$ cat src/rtl/exc_pkg.sv
package exc_pkg;
    typedef enum logic [1:0] {ST_IDLE, ST_ENTER, ST_RET_SR, ST_RET_JMP} exc_state_e;
    localparam int NUM_SRC = 6;
    // index order is the priority order, lowest index wins
    typedef enum logic [2:0] {
        SRC_RESET = 3'd0, SRC_GEN = 3'd1, SRC_TLB = 3'd2,
        SRC_DMA = 3'd3, SRC_IRQ = 3'd4, SRC_UBRK = 3'd5
    } exc_src_e;
    localparam logic [31:0] OFS_GENERAL = 32'h0000_0100;
    localparam logic [31:0] OFS_TLB     = 32'h0000_0400;
    localparam logic [31:0] OFS_IRQ     = 32'h0000_0600;
endpackage

$ cat src/rtl/exc_arbiter.sv
module exc_arbiter #(
    parameter int N = 6
) (
    input  logic [N-1:0] elig,
    output logic [N-1:0] grant,
    output logic         any
);
    always_comb begin
        grant = '0;
        for (int i = N - 1; i >= 0; i--) begin
            if (elig[i]) begin
                grant    = '0;
                grant[i] = 1'b1;
            end
        end
        any = |elig;
    end

    always_comb begin
        if (any) begin
            AST_GRANT_ONEHOT: assert ($onehot(grant) && ((grant & elig) == grant));
        end
    end
endmodule

$ cat src/rtl/exc_vector.sv
module exc_vector
    import exc_pkg::*;
#(
    parameter int          AW         = 32,
    parameter logic [31:0] RESET_ADDR = 32'hA000_0000
) (
    input  exc_src_e      src,
    input  logic [AW-1:0] vbr,
    output logic [AW-1:0] addr
);
    always_comb begin
        unique case (src)
            SRC_RESET: addr = AW'(RESET_ADDR);
            SRC_TLB:   addr = vbr + AW'(OFS_TLB);
            SRC_IRQ:   addr = vbr + AW'(OFS_IRQ);
            default:   addr = vbr + AW'(OFS_GENERAL);
        endcase
    end
endmodule

$ cat src/rtl/exc_accept_ctrl.sv
module exc_accept_ctrl
    import exc_pkg::*;
#(
    parameter int          AW         = 32,
    parameter int          DW         = 32,
    parameter int          CW         = 12,
    parameter int          BL_BIT     = 28,
    parameter logic [31:0] RESET_ADDR = 32'hA000_0000,
    parameter logic [11:0] RESET_CODE = 12'h000,
    parameter logic [11:0] DMA_CODE   = 12'h5C0,
    parameter logic [11:0] UBRK_CODE  = 12'h1E0
) (
    input  logic          clk,
    input  logic          rst_n,
    input  logic          rst_req,
    input  logic          gen_req,
    input  logic [CW-1:0] gen_code,
    input  logic          tlb_req,
    input  logic [CW-1:0] tlb_code,
    input  logic          dma_req,
    input  logic          irq_req,
    input  logic [CW-1:0] irq_code,
    input  logic          ubrk_req,
    input  logic          sleep_mode,
    input  logic [AW-1:0] vbr,
    input  logic [AW-1:0] cur_pc,
    input  logic [DW-1:0] cur_sr,
    input  logic          rte_cmd,
    input  logic          spc_we,
    input  logic [AW-1:0] spc_wdata,
    input  logic          ssr_we,
    input  logic [DW-1:0] ssr_wdata,
    output logic          fetch_valid,
    output logic [AW-1:0] fetch_addr,
    output logic          sr_load,
    output logic [DW-1:0] sr_next,
    output logic [AW-1:0] saved_pc,
    output logic [DW-1:0] saved_sr,
    output logic [CW-1:0] exc_event,
    output logic [CW-1:0] int_event,
    output logic          lp_exit
);
    localparam logic [DW-1:0] BL_MASK = DW'(1) << BL_BIT;

    exc_state_e    state_q;
    exc_src_e      sel_src, cls_q;
    logic [AW-1:0] vec_addr, vec_q, spc_q;
    logic [DW-1:0] ssr_q;
    logic [CW-1:0] expevt_q, intevt_q, irq_code_q, irq_code_live, evt_code;
    logic          irq_pend_q, dma_pend_q, wake_q;
    logic          irq_live, dma_live, bl, in_idle, take;
    logic [NUM_SRC-1:0] elig, grant;
    logic          any;

    assign bl            = cur_sr[BL_BIT];
    assign in_idle       = (state_q == ST_IDLE);
    assign irq_live      = irq_pend_q | irq_req;
    assign dma_live      = dma_pend_q | dma_req;
    assign irq_code_live = irq_req ? irq_code : irq_code_q;

    always_comb begin
        elig           = '0;
        elig[SRC_RESET] = rst_req;
        elig[SRC_GEN]   = gen_req;
        elig[SRC_TLB]   = tlb_req;
        elig[SRC_DMA]   = dma_live & ~bl;
        elig[SRC_IRQ]   = irq_live & (~bl | sleep_mode);
        elig[SRC_UBRK]  = ubrk_req & ~bl;
    end

    exc_arbiter #(.N(NUM_SRC)) u_arb (.elig(elig), .grant(grant), .any(any));

    assign take = in_idle & any;

    always_comb begin
        sel_src = SRC_RESET;
        for (int i = NUM_SRC - 1; i >= 0; i--) begin
            if (grant[i]) sel_src = exc_src_e'(3'(i));
        end
    end

    exc_vector #(.AW(AW), .RESET_ADDR(RESET_ADDR)) u_vec (
        .src(sel_src), .vbr(vbr), .addr(vec_addr)
    );

    always_comb begin
        unique case (sel_src)
            SRC_RESET: evt_code = RESET_CODE;
            SRC_GEN:   evt_code = gen_code;
            SRC_TLB:   evt_code = tlb_code;
            SRC_DMA:   evt_code = DMA_CODE;
            SRC_UBRK:  evt_code = UBRK_CODE;
            default:   evt_code = expevt_q;
        endcase
    end

    // state register
    always_ff @(posedge clk) begin
        if (!rst_n) begin
            state_q <= ST_IDLE;
        end else begin
            unique case (state_q)
                ST_IDLE:    if (take) state_q <= ST_ENTER;
                            else if (rte_cmd) state_q <= ST_RET_SR;
                ST_ENTER:   state_q <= ST_IDLE;
                ST_RET_SR:  state_q <= ST_RET_JMP;
                ST_RET_JMP: state_q <= ST_IDLE;
                default:    state_q <= ST_IDLE;
            endcase
        end
    end

    // captured context, pending requests, event registers
    always_ff @(posedge clk) begin
        if (!rst_n) begin
            cls_q      <= SRC_RESET;
            vec_q      <= '0;
            spc_q      <= '0;
            ssr_q      <= '0;
            expevt_q   <= '0;
            intevt_q   <= '0;
            irq_pend_q <= 1'b0;
            irq_code_q <= '0;
            dma_pend_q <= 1'b0;
            wake_q     <= 1'b0;
        end else begin
            irq_code_q <= irq_code_live;
            irq_pend_q <= irq_live & ~(take && sel_src == SRC_IRQ);
            dma_pend_q <= dma_live & ~(take && sel_src == SRC_DMA);
            if (take) begin
                cls_q  <= sel_src;
                vec_q  <= vec_addr;
                spc_q  <= cur_pc;
                ssr_q  <= cur_sr;
                wake_q <= (sel_src == SRC_IRQ) && sleep_mode;
                if (sel_src == SRC_IRQ) intevt_q <= irq_code_live;
                else                    expevt_q <= evt_code;
            end else begin
                wake_q <= 1'b0;
                if (spc_we) spc_q <= spc_wdata;
                if (ssr_we) ssr_q <= ssr_wdata;
            end
        end
    end

    // outputs
    always_comb begin
        fetch_valid = 1'b0;
        fetch_addr  = '0;
        sr_load     = 1'b0;
        sr_next     = '0;
        lp_exit     = 1'b0;
        unique case (state_q)
            ST_ENTER: begin
                fetch_valid = 1'b1;
                fetch_addr  = vec_q;
                sr_load     = 1'b1;
                sr_next     = ssr_q | BL_MASK;
                lp_exit     = wake_q;
            end
            ST_RET_SR: begin
                sr_load = 1'b1;
                sr_next = ssr_q;
            end
            ST_RET_JMP: begin
                fetch_valid = 1'b1;
                fetch_addr  = spc_q;
            end
            default: ;
        endcase
    end

    assign saved_pc  = spc_q;
    assign saved_sr  = ssr_q;
    assign exc_event = expevt_q;
    assign int_event = intevt_q;

    AST_ENTRY_SETS_FLAG: assert property (@(posedge clk) disable iff (!rst_n)
        (state_q == ST_ENTER) |-> (sr_load && fetch_valid && sr_next[BL_BIT]));
    AST_IRQ_KEPT: assert property (@(posedge clk) disable iff (!rst_n)
        (in_idle && irq_pend_q && bl && !sleep_mode) |=> irq_pend_q);
    AST_WAKE_ONLY_IRQ: assert property (@(posedge clk) disable iff (!rst_n)
        lp_exit |-> (cls_q == SRC_IRQ));
    AST_UBRK_DROPPED: assert property (@(posedge clk) disable iff (!rst_n)
        (in_idle && ubrk_req && bl) |=> !(state_q == ST_ENTER && cls_q == SRC_UBRK));
    AST_RET_ORDER: assert property (@(posedge clk) disable iff (!rst_n)
        (state_q == ST_RET_JMP) |-> (fetch_valid && fetch_addr == spc_q && $past(sr_load)));
    AST_NO_TAKE_IN_RET: assert property (@(posedge clk) disable iff (!rst_n)
        (state_q == ST_RET_SR || state_q == ST_RET_JMP) |=> (state_q != ST_ENTER));
endmodule

$ cat config.mk
export PLATFORM = sky130hd
export DESIGN_NAME = exc_accept_ctrl
export DESIGN_NICKNAME = d
export VERILOG_FILES = /design/src/rtl/exc_pkg.sv /design/src/rtl/exc_arbiter.sv /design/src/rtl/exc_vector.sv /design/src/rtl/exc_accept_ctrl.sv
export SDC_FILE = /design/constraint.sdc
export NUM_CORES = 1
export LEC_CHECK = 0
export ABC_AREA = 0
export BUFFER_PORTS_ARGS = -buffer_cell sky130_fd_sc_hd__buf_2
export CAP_MARGIN = 20
export CORE_AREA = 2 2 141 143
export DETAILED_ROUTE_END_ITERATION = 10
export DIE_AREA = 0 0 143 145
export GPL_TIMING_DRIVEN = 0
export PLACE_DENSITY = 0.78
export SYNTH_ARGS = -nofsm -noshare
export SYNTH_HDL_FRONTEND = slang
export SYNTH_SLANG_ARGS = --single-unit
$ cat constraint.sdc
create_clock -name clk -period 2.5 [get_ports clk]
set_input_delay 0.375 -clock clk [delete_from_list [all_inputs] [get_ports clk]]
set_output_delay 0.375 -clock clk [all_outputs]
set_load 0.1 [all_outputs]
==> flow_summary_export.csv <==
group,metric,value,unit
run_status,status,"finished, final reports clean",
final_layout,finalInstanceArea,0.0106,sq mm
sta,worst_pin_slew,0.862,ns
synthesis,syn_nets,1094,
global_routing,gr-total-overflow,0,
floorplanning,num_rows,51,
synthesis,yosys_warnings,0,
floorplanning,initial_core_util,38.9,%
synthesis,synth-edff-count,0,
pwr,power_frac_seq,34.0,%
synthesis,yosysMostFrequentCell,"dfxtp_1",
global_routing,grt_max_degree,17,
drt,ant_nets,0,
global_routing,grt_usage,30.1,%
final_layout,area_growth,42.3,%
drt,wl_per_cell,21.1,microns
clock_network,cts_resized,108,
synthesis,ys.flop_type,"dfxtp_1",
placement,dpl_cell_area,0.00962,sq mm
clock_network,clk_path_buf_depth,2,
floorplanning,io_pins,363,
synthesis,synthArstFlopShare,0,%
synthesis,synth_seq_cells,137,
clock_network,post_cts_buffers,0,
pwr,p_clk_share,33.7,%
pwr,intPower,4.25,mW
min_path,hp-start,"vbr[0]",
critical_path,required,2.12,ns
synthesis,syn_area,0.00747,sq mm
drt,drcViolationCount,0,
critical_path,r2r_slack,0.09,ns
sta,final-hold-violation-count,0,
placement,gp_congestion,0.978,
min_path,min_to,"vec_q[0]",
synthesis,synth_top_area_cell,"dfxtp_1",
final_layout,nets,1467,
critical_path,start_kind,"register",
clock_network,clk_pin_slew,0.06,ns
critical_path,rr_endpoint,"vec_q[11]",
drt,wl,32.3,mm
min_path,hp-class,"in -> reg",
global_routing,grt_pass1_wl,48.3,mm
min_path,whs_path_depth,3,
critical_path,startpoint,"state_q[1]",
pwr,ir_drop,0.470,mV
pwr,switchingPower,3.12,mW
sta,fin_crit,2.42,ns
drt,viasPerCell,5.60,
floorplanning,die-area,0.0207,sq mm
sta,relSlewSlack,42.5,%
critical_path,reg2regPathDepth,7,
final_layout,multiInputGateArea,0.00447,sq mm
critical_path,worstPathMaxFanout,10,
clock_network,root_buffer,"clkbuf_16",
final_layout,instances_no_fill,1535,
placement,dp_cells,1498,
floorplanning,coreArea,0.0192,sq mm
drt,drt_pass1_iterations,5,
run,max_cap_violations,0,
critical_path,reg2reg_from,"irq_pend_q",
global_routing,grt_pass1_vias,8138,
floorplanning,die_x,143,microns
clock_network,cts.htree.levels,4,
floorplanning,die_h,145,microns
sta,timing.setup.tns,0,ns
pwr,p_comb_share,32.4,%
pwr,swShare,42.3,%
pwr,cellPowerDensity,693,mW/mm^2
clock_network,cts_tree,"yes",
placement,dpl.hpwl,25.1,mm
clock_network,clkSinkCount,137,
sta,fin_crit_sh,96.6,%
pwr,p_leak,4.80,nW
synthesis,ys_types,65,
clock_network,postCtsHoldBufs,0,
final_layout,regArea,0.00274,sq mm
synthesis,synth_area_per_cell,8.51,sq um
clock_network,cts_made_buffers,17,
final_layout,nFillCells,1798,
global_routing,antenna_found_initial,7,
synthesis,ys_top_cells_by_count,"137 x dfxtp_1, 125 x nor2_1, 81 x a211oi_1, 77 x mux2i_1, 54 x clkbuf_1",
sta,setup_violations,0,
placement,io_buffers,356,
critical_path,critPathArrivalTime,2.04,ns
critical_path,path_class,"reg -> out",
clock_network,clk_latency,0.42,ns
synthesis,synth_area_leaders,"dfxtp_1 37%, mux2i_1 10%, a211oi_1 8.1%",
sta,fmax,414,MHz
sta,finalClockSkew,0.0104,ns
synthesis,synth_top_area_share,36.7,%
drt,drt_iter0_drc,833,
synthesis,synthCells,877,
final_layout,drive_gt1_share,37.7,%
critical_path,end_kind,"output pin",
drt,via_count,8603,
sta,finalMaxSlewViolations,0,
synthesis,yosysSeqAreaShare,36.7,%
-- placed cells by master, fill, tap and decap left out, types with 20 or more instances in the layout --
cell type,Yosys,routed
buf_2,17,312
dfxtp_1,137,136
nor2_1,125,125
a211oi_1,81,81
mux2i_1,77,77
clkbuf_1,54,36
a22o_1,35,35
nand2_1,31,31
buf_4,1,30
and2_2,0,30
o21ai_0,27,26
a21oi_1,27,26
nor3_1,22,22
buf_6,1,20
a22oi_1,20,20
-- cell families after synthesis --
group	count (synthesis)	share of synthesized area, %
fa+ha+maj	9	1.51
simple gates	276	17.7
xor+xnor	14	1.64
mux	77	10.3
flops	137	36.7
buf+inv	87	4.81
compound gates	277	27.3
-- critical path, stage by stage, from the launching register on --
cell and delay, ns:
dfxtp_1 0.38, inv_1 0.11, ha_2 0.35, o21a_4 0.18
clkbuf_4 0.21, and2_2 0.19, buf_8 0.20
-- worst max path at each step --
stage,cells past startpoint,to,slack [ns]
after floorplan,4,sr_next[31],0.06
after global placement,8,vec_q[21],-0.42
after detailed placement,8,vec_q[21],-0.42
after CTS,6,sr_next[19],-0.002
after global routing,6,sr_next[9],-0.004
final,6,sr_next[9],0.08
-- power by group through the flow --
stage	sequential (mW)	clock, mW	combinational [mW]
6_report	2.50	2.48	2.38
5_1_grt	2.52	2.60	2.49
4_1_cts	2.50	2.50	2.35
3_5_place_dp	2.54	0	2.30
3_3_place_gp	2.54	0	2.30
2_1_floorplan	3.32	0	0.909
-- cell type report --
| type | count | share of cell area, % |
|---|---|---|
| antenna | 7 | 0.165 |
| buffer | 76 | 3.33 |
| tap | 265 | 3.12 |
| multi-input combinational | 653 | 42.0 |
| sequential | 137 | 25.8 |
| inverter | 9 | 0.318 |
| clock buffer | 17 | 4.00 |
| clock inverter | 15 | 1.37 |
| timing repair buffer | 356 | 19.8 |
-- layer usage --
metal / part of all wire (%) / track usage, % / vias up / wire [microns]
li1: - / - / 4059 / -
met1: 43 / 40.1 / 4012 / 13800
met2: 47 / 48.3 / 461 / 15100
met3: 7.3 / 5.94 / 71 / 2360
met4: 3.2 / 11.1 / 0 / 1040
met5: 0 / 0 / - / 0
-- through the flow --
stage	hold slack [ns]	power, mW	util [%]	setup WS (ns)
after floorplan	0.420	4.23	-	0.0571
after CTS	0.176	7.34	54.6	-0.00192
after global placement	0.440	4.83	50.1	-0.420
after detailed placement	0.448	4.85	50.1	-0.419
after global routing	0.207	7.61	55.3	-0.00389
final	0.190	7.37	55.3	0.0840
-- state kept, by name, summed over array words and instances, names as in the netlist --
name	flops
wake_q	1
irq_pend_q	1
saved_sr	32
dma_pend_q	1
state_q	2
vec_q	32
saved_pc	32
int_event	12
irq_code_q	12
exc_event	12
Note: power is estimated with default switching activity, not from simulation.
